### config.mk
export PLATFORM = sky130hd
export DESIGN_NAME = freq_page_repl
export DESIGN_NICKNAME = d
export VERILOG_FILES = /design/src/rtl/freq_page_repl.sv
export SDC_FILE = /design/constraint.sdc
export NUM_CORES = 1
export LEC_CHECK = 0
export CORE_MARGIN = 3
export CORE_UTILIZATION = 65
export CTS_CLUSTER_DIAMETER = 80
export DETAILED_ROUTE_END_ITERATION = 8
export DONT_BUFFER_PORTS = 1
export PLACE_DENSITY_LB_ADDON = 0.05
export SYNTH_ARGS = -nofsm -noshare
export SYNTH_HDL_FRONTEND = slang
export SYNTH_SLANG_ARGS = --single-unit
### constraint.sdc
create_clock -name clk -period 10.2 [get_ports clk]
set_input_delay 2.04 -clock clk [delete_from_list [all_inputs] [get_ports clk]]
set_output_delay 2.04 -clock clk [all_outputs]
set_load 0.01 [all_outputs]
### src/rtl/freq_page_repl.sv
module freq_page_repl #(
  parameter int NFRAMES      = 3,
  parameter int PAGE_W       = 8,
  parameter int CNT_W        = 4,
  parameter int SEQ_W        = 16,
  parameter int FC_W         = 16,
  parameter int DECAY_PERIOD = 16
) (
  input  logic                       clk,
  input  logic                       rst,
  input  logic                       mode_mfu,
  input  logic                       decay_en,
  input  logic                       ref_valid,
  input  logic [PAGE_W-1:0]          ref_page,
  output logic                       res_valid,
  output logic                       res_hit,
  output logic [$clog2(NFRAMES)-1:0] res_frame,
  output logic                       res_evict,
  output logic [PAGE_W-1:0]          res_victim,
  output logic [FC_W-1:0]            fault_count
);
  localparam int IDX_W = $clog2(NFRAMES);
  localparam int DCW   = $clog2(DECAY_PERIOD + 1);
  localparam logic [DCW-1:0]   DLAST   = DCW'(DECAY_PERIOD - 1);
  localparam logic [CNT_W-1:0] CNT_MAX = '1;
  localparam logic [CNT_W-1:0] CNT_ONE = CNT_W'(1);

  logic [PAGE_W-1:0] pg_q    [NFRAMES];
  logic [CNT_W-1:0]  cnt_q   [NFRAMES];
  logic [CNT_W-1:0]  cnt_base[NFRAMES];
  logic [SEQ_W-1:0]  stamp_q [NFRAMES];
  logic [NFRAMES-1:0] valid_q, hit_vec;
  logic [SEQ_W-1:0]  seq_q;
  logic [DCW-1:0]    dcnt_q;
  logic [IDX_W-1:0]  hit_idx, empty_idx, vic_idx, tgt_idx;
  logic              hit_any, full, tick;

  assign tick    = decay_en && (dcnt_q == DLAST);
  assign hit_any = |hit_vec;
  assign full    = &valid_q;
  assign tgt_idx = hit_any ? hit_idx : (full ? vic_idx : empty_idx);

  always_comb begin
    hit_idx   = '0;
    empty_idx = '0;
    for (int i = NFRAMES - 1; i >= 0; i--) begin
      hit_vec[i] = valid_q[i] && (pg_q[i] == ref_page);
      if (hit_vec[i])  hit_idx   = IDX_W'(i);
      if (!valid_q[i]) empty_idx = IDX_W'(i);
      if (tick && valid_q[i])
        cnt_base[i] = (cnt_q[i] > CNT_W'(3)) ? (cnt_q[i] >> 1) : CNT_ONE;
      else
        cnt_base[i] = cnt_q[i];
    end
  end

  always_comb begin
    vic_idx = '0;
    for (int i = 1; i < NFRAMES; i++) begin
      if ((mode_mfu ? (cnt_q[i] > cnt_q[vic_idx]) : (cnt_q[i] < cnt_q[vic_idx])) ||
          ((cnt_q[i] == cnt_q[vic_idx]) && (stamp_q[i] < stamp_q[vic_idx])))
        vic_idx = IDX_W'(i);
    end
  end

  always_ff @(posedge clk) begin
    if (rst) begin
      valid_q     <= '0;
      seq_q       <= '0;
      dcnt_q      <= '0;
      res_valid   <= 1'b0;
      res_hit     <= 1'b0;
      res_frame   <= '0;
      res_evict   <= 1'b0;
      res_victim  <= '0;
      fault_count <= '0;
      for (int i = 0; i < NFRAMES; i++) begin
        pg_q[i]    <= '0;
        cnt_q[i]   <= '0;
        stamp_q[i] <= '0;
      end
    end else begin
      dcnt_q    <= (!decay_en || tick) ? '0 : dcnt_q + 1'b1;
      res_valid <= ref_valid;
      for (int i = 0; i < NFRAMES; i++) begin
        cnt_q[i] <= cnt_base[i];
        if (ref_valid && (tgt_idx == IDX_W'(i))) begin
          if (hit_any) begin
            if (cnt_base[i] != CNT_MAX) cnt_q[i] <= cnt_base[i] + 1'b1;
          end else begin
            cnt_q[i]   <= CNT_ONE;
            pg_q[i]    <= ref_page;
            stamp_q[i] <= seq_q;
            valid_q[i] <= 1'b1;
          end
        end
      end
      if (ref_valid) begin
        res_hit    <= hit_any;
        res_frame  <= tgt_idx;
        res_evict  <= !hit_any && full;
        res_victim <= (!hit_any && full) ? pg_q[vic_idx] : '0;
        if (!hit_any) begin
          fault_count <= fault_count + 1'b1;
          seq_q       <= seq_q + 1'b1;
        end
      end
    end
  end

  p_result_follows_r6: assert property (@(posedge clk) disable iff (rst)
    ref_valid |=> res_valid);
  p_no_spurious_result_r6: assert property (@(posedge clk) disable iff (rst)
    !ref_valid |=> !res_valid);
  p_hit_no_evict_r1: assert property (@(posedge clk) disable iff (rst)
    (res_valid && res_hit) |-> !res_evict);
  p_fault_tally_r7: assert property (@(posedge clk) disable iff (rst)
    (res_valid && !res_hit) |-> (fault_count == $past(fault_count) + 1'b1));
  p_hit_tally_hold_r7: assert property (@(posedge clk) disable iff (rst)
    (res_valid && res_hit) |-> $stable(fault_count));
  p_evict_only_when_full_r2: assert property (@(posedge clk) disable iff (rst)
    (ref_valid && !hit_any && !full) |=> !res_evict);
  p_unique_residency_r1: assert property (@(posedge clk) disable iff (rst)
    $onehot0(hit_vec));
  p_frame_in_range_r2: assert property (@(posedge clk) disable iff (rst)
    res_valid |-> (res_frame < IDX_W'(NFRAMES)));

  for (genvar g = 0; g < NFRAMES; g++) begin : g_chk
    p_count_floor_r9: assert property (@(posedge clk) disable iff (rst)
      valid_q[g] |-> (cnt_q[g] != '0));
  end
endmodule

==> impl_metrics.env, run 1 <==
export IMPL_r2r_slack_ns=4.14
export IMPL_fin_crit_sh=0.600
export IMPL_cts_hold_buf=0
export IMPL_hold_viol=0
export IMPL_tns_ns=0
export IMPL_synth_seq_cells=137
export IMPL_reg2reg_depth=17
export IMPL_worst_pin_slew_ns=1.29
export IMPL_cap_violations=0
export IMPL_grt_max_degree=60
export IMPL_powerDensity_nw_per_um2=172
export IMPL_worstPathRequired_ns=10.31
export IMPL_ys_seq_area_frac=0.505
export IMPL_final_common_cell="edfxtp_1"
export IMPL_dr_pass1_iters=6
export IMPL_num_rows=37
export IMPL_fp_dieH_um=111
export IMPL_sw_frac_of_total=0.242
export IMPL_p_seq_frac=0.473
export IMPL_final_layout_size_suffix_gt1_frac=0.0793
export IMPL_start_kind="input port"
export IMPL_clkSinkCount=137
export IMPL_finalWorstPathRequiredPeriod_ns=6.12
export IMPL_syn_area_um2=7100
export IMPL_fp_dieArea_um2=12200
export IMPL_crit_arrival_ns=6.22
export IMPL_cts_resized_gates=0
export IMPL_htreeDepth=4
export IMPL_antenna_found_initial=0
export IMPL_gp_congestion=0.871
export IMPL_ys_warn_count=0
export IMPL_post_cts_setup_buffers=0
export IMPL_end_kind="register"
export IMPL_grt_usage=0.256
export IMPL_crit_path_start="mode_mfu"
export IMPL_synth_edf_count=84
export IMPL_overflow=0
export IMPL_final_cell_mix="edfxtp_1 (84), a21oi_1 (69), nor2_1 (66)"
export IMPL_maxSlewViolCount=0
export IMPL_ctsLongestPathBuffers=2
export IMPL_r2r_start="cnt_q[1][2]"
export IMPL_syn_avg_cell_area_um2=10.2
export IMPL_fin_nets=764
export IMPL_min_path_type="reg2reg"
export IMPL_syn_inst=697
export IMPL_grt_pass1_vias=5183
export IMPL_cts_tree="built"
export IMPL_final_antenna_net_count=0
export IMPL_place_ws_ns=3.61
export IMPL_intPower_w=0.00102
export IMPL_rsz0062_at_grt="false"
export IMPL_clkPwrFrac=0.418
export IMPL_postLayoutCellArea_um2=7780
export IMPL_switching_power_w=0.000324
export IMPL_n_antenna_cell=0
export IMPL_avgRoutedWirePerCell_um=17.8
export IMPL_combPwrFrac=0.109
export IMPL_io_pins=42
export IMPL_synth_cell_types=56
export IMPL_num_vias=5229
export IMPL_async_reset_ff_frac=0
export IMPL_setup_viol=0
export IMPL_cp_max_fo=38
export IMPL_slew_headroom=0.138
export IMPL_outcome="complete, no violations"
export IMPL_endpoint="stamp_q[1][13]"
export IMPL_path_clk_slew_ns=0.06
export IMPL_clk_latency_ns=0.53
export IMPL_synth_ff_type="edfxtp_1"
export IMPL_numPortBuffers=0
export IMPL_drt_iter0_drc=370
export IMPL_ir_drop_v=0.000110
export IMPL_final_util=0.744
export IMPL_vias_per_cell=6.12
export IMPL_fin_ws_ns=4.08
export IMPL_wl_um=15200
export IMPL_area_delta_synth_final_pct=9.66
export IMPL_max_freq_ghz=0.163
export IMPL_cts_buffers=17
export IMPL_grt_pass1_wl_um=25200
export IMPL_clock_root_buffer="clkbuf_8"
export IMPL_die_x_um=111
export IMPL_drc_errors=0
export IMPL_p_leak_nw=2.97
export IMPL_dp_hpwl_um=10800
export IMPL_dpl_cell_area_um2=7230
export IMPL_fin_total_pwr_w=0.00134
export IMPL_initial_core_util=0.678
export IMPL_reg2reg_to="stamp_q[1][13]"
export IMPL_finalClockSkew_ns=0.0172
export IMPL_path_class="in2reg"
export IMPL_nFillCells=723
export IMPL_coreArea_um2=10500
flip-flops by register name, indices dropped and copies added (netlist names):
name	cells
stamp_q	48
pg_q	24
fault_count	16
seq_q	16
cnt_q	12
res_victim	8
dcnt_q	5
valid_q	3
res_frame	2
res_evict	1
res_hit	1
res_valid	1
worst max-delay path, cell delays in order:
cell       delay [ns]
nand2_1          0.05
mux2_2           0.28
nand2_1          0.31
buf_4            0.46
nor2_1           0.08
a21oi_1          0.17
ha_1             0.29
a21oi_1          0.13
o21ai_0          0.14
a2111oi_0        0.45
o21ai_0          0.29
o211a_1          0.33
a21boi_1         0.46
nor2_1           0.12
a21o_1           0.58
per-stage QoR:
| stage | instances | hold slack (ns) |
|---|---|---|
| 2_1_floorplan | 708 | 0.418 |
| 3_3_place_gp | 823 | 0.430 |
| 3_5_place_dp | 823 | 0.440 |
| 4_1_cts | 855 | 0.462 |
| 5_1_grt | 855 | 0.475 |
| 6_report | 855 | 0.462 |
Yosys cell counts (14+ instances only):
cell      count  area share
edfxtp_1     84        0.36
a21oi_1      69       0.049
nor2_1       66       0.035
nand2_1      59       0.031
dfxtp_1      53        0.15
ha_1         45       0.079
inv_1        34       0.018
o21ai_0      29       0.020
and2_1       25       0.022
xor2_1       24       0.030
nand4_1      23       0.020
xnor2_1      22       0.027
nand3_1      19       0.013
or3_1        14       0.012
layout make-up:
| type | instances | area (µm²) | area share |
|---|---|---|---|
| flip-flops and latches | 137 | 3580 | 0.460 |
| repair buffers | 3 | 22.5 | 0.00289 |
| well taps | 136 | 170 | 0.0219 |
| clock inverters | 7 | 37.5 | 0.00482 |
| multi-input cells | 513 | 3330 | 0.427 |
| clock buffers | 25 | 517 | 0.0664 |
| inverters | 34 | 128 | 0.0164 |
worst min-delay path by stage:
stage,startpoint,to,slack (ns),cells past startpoint
after global routing,dcnt_q[0],dcnt_q[0],0.48,1
after floorplan,dcnt_q[0],dcnt_q[0],0.42,1
after global placement,dcnt_q[0],dcnt_q[0],0.43,1
final,dcnt_q[0],dcnt_q[0],0.46,1
after detailed placement,dcnt_q[0],dcnt_q[0],0.44,1
after CTS,dcnt_q[0],dcnt_q[0],0.46,1
power by group through the flow:
stage | logic, W | registers [W] | clock network (W)
6_report | 0.000146 | 0.000633 | 0.000560
2_1_floorplan | 0.000115 | 0.000638 | 0
3_3_place_gp | 0.000136 | 0.000643 | 0
4_1_cts | 0.000145 | 0.000633 | 0.000567
3_5_place_dp | 0.000143 | 0.000644 | 0
5_1_grt | 0.000165 | 0.000635 | 0.000591
cells by family (layout without fill, tap and decap cells):
logic type | count (synthesis) | after routing | synth area share
flops | 137 | 137 | 0.505
mux | 16 | 16 | 0.0233
xor+xnor | 46 | 46 | 0.0568
buf+inv | 58 | 69 | 0.0324
other cells | 1 | 12 | 0.000528
fa+ha+maj | 45 | 45 | 0.0793
simple gates | 243 | 243 | 0.169
compound gates | 151 | 151 | 0.134
per-layer routing:
metal	part of all wire	vias to the layer above	track usage
met5	0	-	0
met4	0.015	0	0.0977
met3	0.067	22	0.0652
met2	0.47	175	0.403
met1	0.45	2497	0.343
li1	-	2535	-
(Power assumes the default switching activity.)
==> run 2, diff against run 1 <==
--- a/config.mk
+++ b/config.mk
@@ -6,7 +6,7 @@
 export NUM_CORES = 1
 export LEC_CHECK = 0
 export CORE_MARGIN = 3
-export CORE_UTILIZATION = 65
+export CORE_UTILIZATION = 58
 export CTS_CLUSTER_DIAMETER = 80
 export DETAILED_ROUTE_END_ITERATION = 8
 export DONT_BUFFER_PORTS = 1
==> constraint.sdc (replaced) <==
create_clock -name clk -period 4.92 [get_ports clk]
set_input_delay 0.984 -clock clk [delete_from_list [all_inputs] [get_ports clk]]
set_output_delay 0.984 -clock clk [all_outputs]
set_load 0.01 [all_outputs]
==> impl_metrics.env, run 2 (synthesis gave the netlist of run 1 again) <==
export IMPL_area_delta_synth_final_pct=14.7
export IMPL_avgRoutedWirePerCell_um=18.3
export IMPL_ctsLongestPathBuffers=2
export IMPL_final_antenna_net_count=0
export IMPL_path_cells="ha_1, a2111oi_0, nand3b_1, nand4_1, nand2_2, buf_12, mux2_2, ha_1, nand4_1, a2111oi_1, o21ai_1, o211a_1, a21bo_2, a211o_1, nand2b_4, buf_12"
export IMPL_n_antenna_cell=0
export IMPL_fin_cells=876
export IMPL_slowest_delay_ns=0.42
export IMPL_p_leak_nw=3.13
export IMPL_dr_pass1_iters=5
export IMPL_path_class="reg2reg"
export IMPL_crit_family="compound AO/OA/AOI/OAI gates"
export IMPL_fin_ws_ns=0.212
export IMPL_coreArea_um2=11700
export IMPL_start_kind="register"
export IMPL_initial_core_util=0.606
export IMPL_postLayoutCellArea_um2=8140
export IMPL_final_common_cell="edfxtp_1"
export IMPL_fin_nets=778
export IMPL_min_path_type="reg2reg"
export IMPL_met1_length_um=7010
export IMPL_end_kind="register"
export IMPL_clkSinkCount=137
export IMPL_wl_met3_um=946
export IMPL_cap_violations=0
export IMPL_die_x_um=117
export IMPL_htreeDepth=4
export IMPL_ir_drop_v=0.000229
export IMPL_grt_usage=0.245
export IMPL_wl_um=16000
export IMPL_largest_register_ffs=48
export IMPL_slew_headroom=0.503
export IMPL_cp_max_fo=32
export IMPL_hold_viol=0
export IMPL_clk_latency_ns=0.42
export IMPL_drc_errors=0
export IMPL_fp_dieArea_um2=13600
export IMPL_fp_dieH_um=117
export IMPL_reg_top3="stamp_q: 48 flops, pg_q: 24 flops"
export IMPL_placed_cells=842
export IMPL_final_util=0.695
export IMPL_fin_crit_sh=0.957
export IMPL_antenna_found_initial=0
export IMPL_final_layout_size_suffix_gt1_frac=0.108
export IMPL_cts_hold_buf=0
export IMPL_maxSlewViolCount=0
export IMPL_num_rows=39
export IMPL_final_cell_mix="edfxtp_1 (84), a21oi_1 (69), nor2_1 (66)"
export IMPL_finalWorstPathRequiredPeriod_ns=4.71
export IMPL_outcome="complete, no violations"
export IMPL_dp_hpwl_um=11300
export IMPL_drt_iter0_drc=403
export IMPL_io_pins=42
export IMPL_overflow=0
export IMPL_cp_slowest_cell="edfxtp_1"
export IMPL_gp_congestion=0.923
export IMPL_clock_root_buffer="clkbuf_16"
export IMPL_dr_wl_met2_um=7620
export IMPL_numPortBuffers=0
export IMPL_cts_buffers=17
export IMPL_path_clk_slew_ns=0.06
export IMPL_cts_tree="built"
export IMPL_grt_max_degree=60
export IMPL_highest_layer="met4"
export IMPL_regMostFlops="stamp_q"
export IMPL_grt_pass1_vias=5335
export IMPL_worst_pin_slew_ns=0.740
export IMPL_worstPathRequired_ns=5.05
export IMPL_dpl_cell_area_um2=7400
export IMPL_finalClockSkew_ns=0.00511
export IMPL_setup_viol=0
export IMPL_grt_pass1_wl_um=25400
export IMPL_tns_ns=0
export IMPL_place_ws_ns=-0.0838
export IMPL_max_freq_ghz=0.212
export IMPL_num_vias=5295
export IMPL_vias_per_cell=6.04
export IMPL_worst_path_buf_inv=2
export IMPL_powerDensity_nw_per_um2=385
export IMPL_crit_arrival_ns=4.84
run 2: what timing repair did:
item | 4_1_cts | 5_1_grt
gates resized for setup | 3 | 7
buffers inserted | 0 | 2
endpoints found under the setup margin | 51 | 84
pin swaps | 0 | 6
run 2: path summary, 6_finish.rpt:
check	startpoint	end	slack (ns)	cells past startpoint
setup / recovery	stamp_q[1][1]	stamp_q[0][8]	0.21	16
hold / removal	dcnt_q[0]	dcnt_q[0]	0.46	1
setup reg to reg	stamp_q[1][1]	stamp_q[0][8]	0.21	16
hold reg to reg	dcnt_q[0]	dcnt_q[0]	0.46	1
run 2: area by class of cell:
class                      count  area (µm²)
sequential                   137        3580
fill                         878        3570
multi-input combinational    513        3370
clock buffer                  19         443
clock inverter                13         246
timing repair buffer          17         190
tap                          143         179
inverter                      34         128
run 2: per-layer routing:
metal,GRT usage,vias up
li1,-,2566
met4,0.0940,0
met1,0.309,2534
met5,0,-
met3,0.0756,38
met2,0.395,157
run 2: per-stage QoR:
| step | total power, W | hold slack [ns] |
|---|---|---|
| after floorplan | 0.00156 | 0.418 |
| after global placement | 0.00165 | 0.428 |
| after detailed placement | 0.00166 | 0.457 |
| after CTS | 0.00314 | 0.465 |
| after global routing | 0.00324 | 0.494 |
| final | 0.00313 | 0.459 |
run 2: power by group:
part | internal [W] | switching [W]
clock network | 0.00101 | 0.000469
logic | 0.000141 | 0.000201
registers | 0.00127 | 0.0000354
==> run 3, diff against run 2 <==
--- a/config.mk
+++ b/config.mk
@@ -6,7 +6,8 @@
 export NUM_CORES = 1
 export LEC_CHECK = 0
 export CORE_MARGIN = 3
-export CORE_UTILIZATION = 58
+export CORE_UTILIZATION = 65
+export CTS_BUF_LIST = sky130_fd_sc_hd__clkbuf_4 sky130_fd_sc_hd__clkbuf_8
 export CTS_CLUSTER_DIAMETER = 80
 export DETAILED_ROUTE_END_ITERATION = 8
 export DONT_BUFFER_PORTS = 1
==> constraint.sdc (replaced) <==
create_clock -name clk -period 5.36 [get_ports clk]
set_input_delay 1.072 -clock clk [delete_from_list [all_inputs] [get_ports clk]]
set_output_delay 1.072 -clock clk [all_outputs]
set_load 0.01 [all_outputs]
==> impl_metrics.env, run 3 (synthesis gave the netlist of run 1 again) <==
export IMPL_outcome="complete, no violations"
export IMPL_clkSinkCount=137
export IMPL_nFillCells=766
export IMPL_cap_violations=0
export IMPL_htreeDepth=4
export IMPL_finalClockSkew_ns=0.0149
export IMPL_regMostFlops="stamp_q"
export IMPL_overflow=0
export IMPL_die_x_um=111
export IMPL_maxSlewViolCount=0
export IMPL_cp_slowest_cell="edfxtp_1"
export IMPL_setup_viol=0
export IMPL_fp_dieH_um=111
export IMPL_worstPathRequired_ns=5.50
export IMPL_cp_max_fo=36
export IMPL_ir_drop_v=0.000258
export IMPL_antenna_found_initial=0
export IMPL_slowest_delay_ns=0.47
export IMPL_n_antenna_cell=0
export IMPL_worst_path_buf_inv=2
export IMPL_register_area_um2=3580
export IMPL_final_cell_mix="edfxtp_1 (84), a21oi_1 (69), nor2_1 (66)"
export IMPL_vias_per_cell=6.14
export IMPL_numPortBuffers=0
export IMPL_multiInputGateArea_um2=3330
export IMPL_final_common_cell="edfxtp_1"
export IMPL_reg_top3="stamp_q: 48 flops, pg_q: 24 flops"
export IMPL_cts_buffers=17
export IMPL_clock_root_buffer="clkbuf_8"
export IMPL_final_antenna_net_count=0
export IMPL_worst_pin_slew_ns=0.933
export IMPL_end_kind="register"
export IMPL_slew_headroom=0.372
export IMPL_hold_viol=0
export IMPL_num_rows=37
export IMPL_final_layout_size_suffix_gt1_frac=0.0986
export IMPL_tns_ns=0
export IMPL_dr_pass1_iters=5
export IMPL_path_clk_slew_ns=0.07
export IMPL_clk_latency_ns=0.45
export IMPL_postLayoutCellArea_um2=7730
export IMPL_dpl_cell_area_um2=7310
export IMPL_gp_congestion=0.909
export IMPL_powerDensity_nw_per_um2=300
export IMPL_grt_max_degree=60
export IMPL_rsz0062_at_grt="false"
export IMPL_max_freq_ghz=0.200
export IMPL_ctsLongestPathBuffers=2
export IMPL_grt_pass1_vias=5272
export IMPL_min_path_type="reg2reg"
export IMPL_crit_family="compound AO/OA/AOI/OAI gates"
export IMPL_largest_register_ffs=48
export IMPL_path_class="reg2reg"
export IMPL_grt_usage=0.259
export IMPL_area_delta_synth_final_pct=8.87
export IMPL_crit_arrival_ns=5.13
export IMPL_drt_iter0_drc=607
export IMPL_fp_dieArea_um2=12200
export IMPL_p_leak_nw=2.96
export IMPL_start_kind="register"
export IMPL_drc_errors=0
export IMPL_dp_hpwl_um=11100
export IMPL_num_vias=5319
export IMPL_coreArea_um2=10500
export IMPL_io_pins=42
export IMPL_wl_um=15500
export IMPL_path_cells="ha_1, nand4_1, a2111oi_2, nand4_1, nand2_1, buf_12, nor2_1, a21oi_1, ha_1, a21oi_1, o21ai_0, a2111oi_1, o21ai_1, o211a_1, a21bo_2, a211o_1, nand2b_1, buf_6"
export IMPL_initial_core_util=0.678
export IMPL_fin_nets=775
export IMPL_avgRoutedWirePerCell_um=17.9
export IMPL_cts_hold_buf=0
export IMPL_finalWorstPathRequiredPeriod_ns=4.99
export IMPL_fin_crit_sh=0.932
export IMPL_cts_tree="built"
export IMPL_grt_pass1_wl_um=25400
run 3: metal layers:
metal / vias up / track usage / share of wire / wire length [µm]
met5: - / 0 / 0 / 0
met4: 0 / 0.105 / 0.024 / 374
met3: 43 / 0.0663 / 0.082 / 1270
met2: 233 / 0.415 / 0.47 / 7300
met1: 2490 / 0.335 / 0.42 / 6540
li1: 2553 / - / - / -
run 3: worst register-to-register path, cell delays in order, from the launching register on:
cell and delay (ns):
edfxtp_1 0.47, ha_1 0.37, nand4_1 0.20, a2111oi_2 0.41, nand4_1 0.17, nand2_1 0.17
buf_12 0.22, nor2_1 0.07, a21oi_1 0.18, ha_1 0.30, a21oi_1 0.16, o21ai_0 0.16
a2111oi_1 0.36, o21ai_1 0.18, o211a_1 0.31, a21bo_2 0.28, a211o_1 0.35, nand2b_1 0.12
buf_6 0.21
run 3: final timing paths:
check / start / to / slack (ns) / cells after the start
worst min register to register: dcnt_q[0] / dcnt_q[0] / 0.45 / 1
worst max register to register: cnt_q[1][3] / stamp_q[0][1] / 0.37 / 18
worst min-delay path: dcnt_q[0] / dcnt_q[0] / 0.45 / 1
worst max-delay path: cnt_q[1][3] / stamp_q[0][1] / 0.37 / 18
run 3: area by class of cell:
cell class | instances | area share
clock buffer | 22 | 0.0359
clock inverter | 10 | 0.0131
inverter | 34 | 0.0165
multi-input combinational | 513 | 0.431
sequential | 137 | 0.464
tap | 136 | 0.0220
timing repair buffer | 14 | 0.0173
run 3: metrics by stage:
step / total power, W / std cells / hold WS, ns / setup slack [ns] / utilization
global placement: 0.00150 / 830 / 0.427 / 0.434 / 0.698
finish: 0.00231 / 866 / 0.453 / 0.367 / 0.739
global route: 0.00241 / 866 / 0.480 / 0.0273 / 0.739
detailed placement: 0.00151 / 830 / 0.444 / 0.208 / 0.698
floorplan: 0.00143 / 708 / 0.418 / 0.162 / -
CTS: 0.00232 / 862 / 0.457 / 0.0819 / 0.735
run 3: repair_timing:
action | CTS | global route
gates resized for setup | 0 | 6
setup buffers | 0 | 4
setup endpoints to repair | 0 | 71
run 3: power breakdown:
group          internal, W  leakage [nW]  switching [W]
logic             0.000120          1.44       0.000179
clock network     0.000440         0.206       0.000373
registers          0.00117          1.31      0.0000339
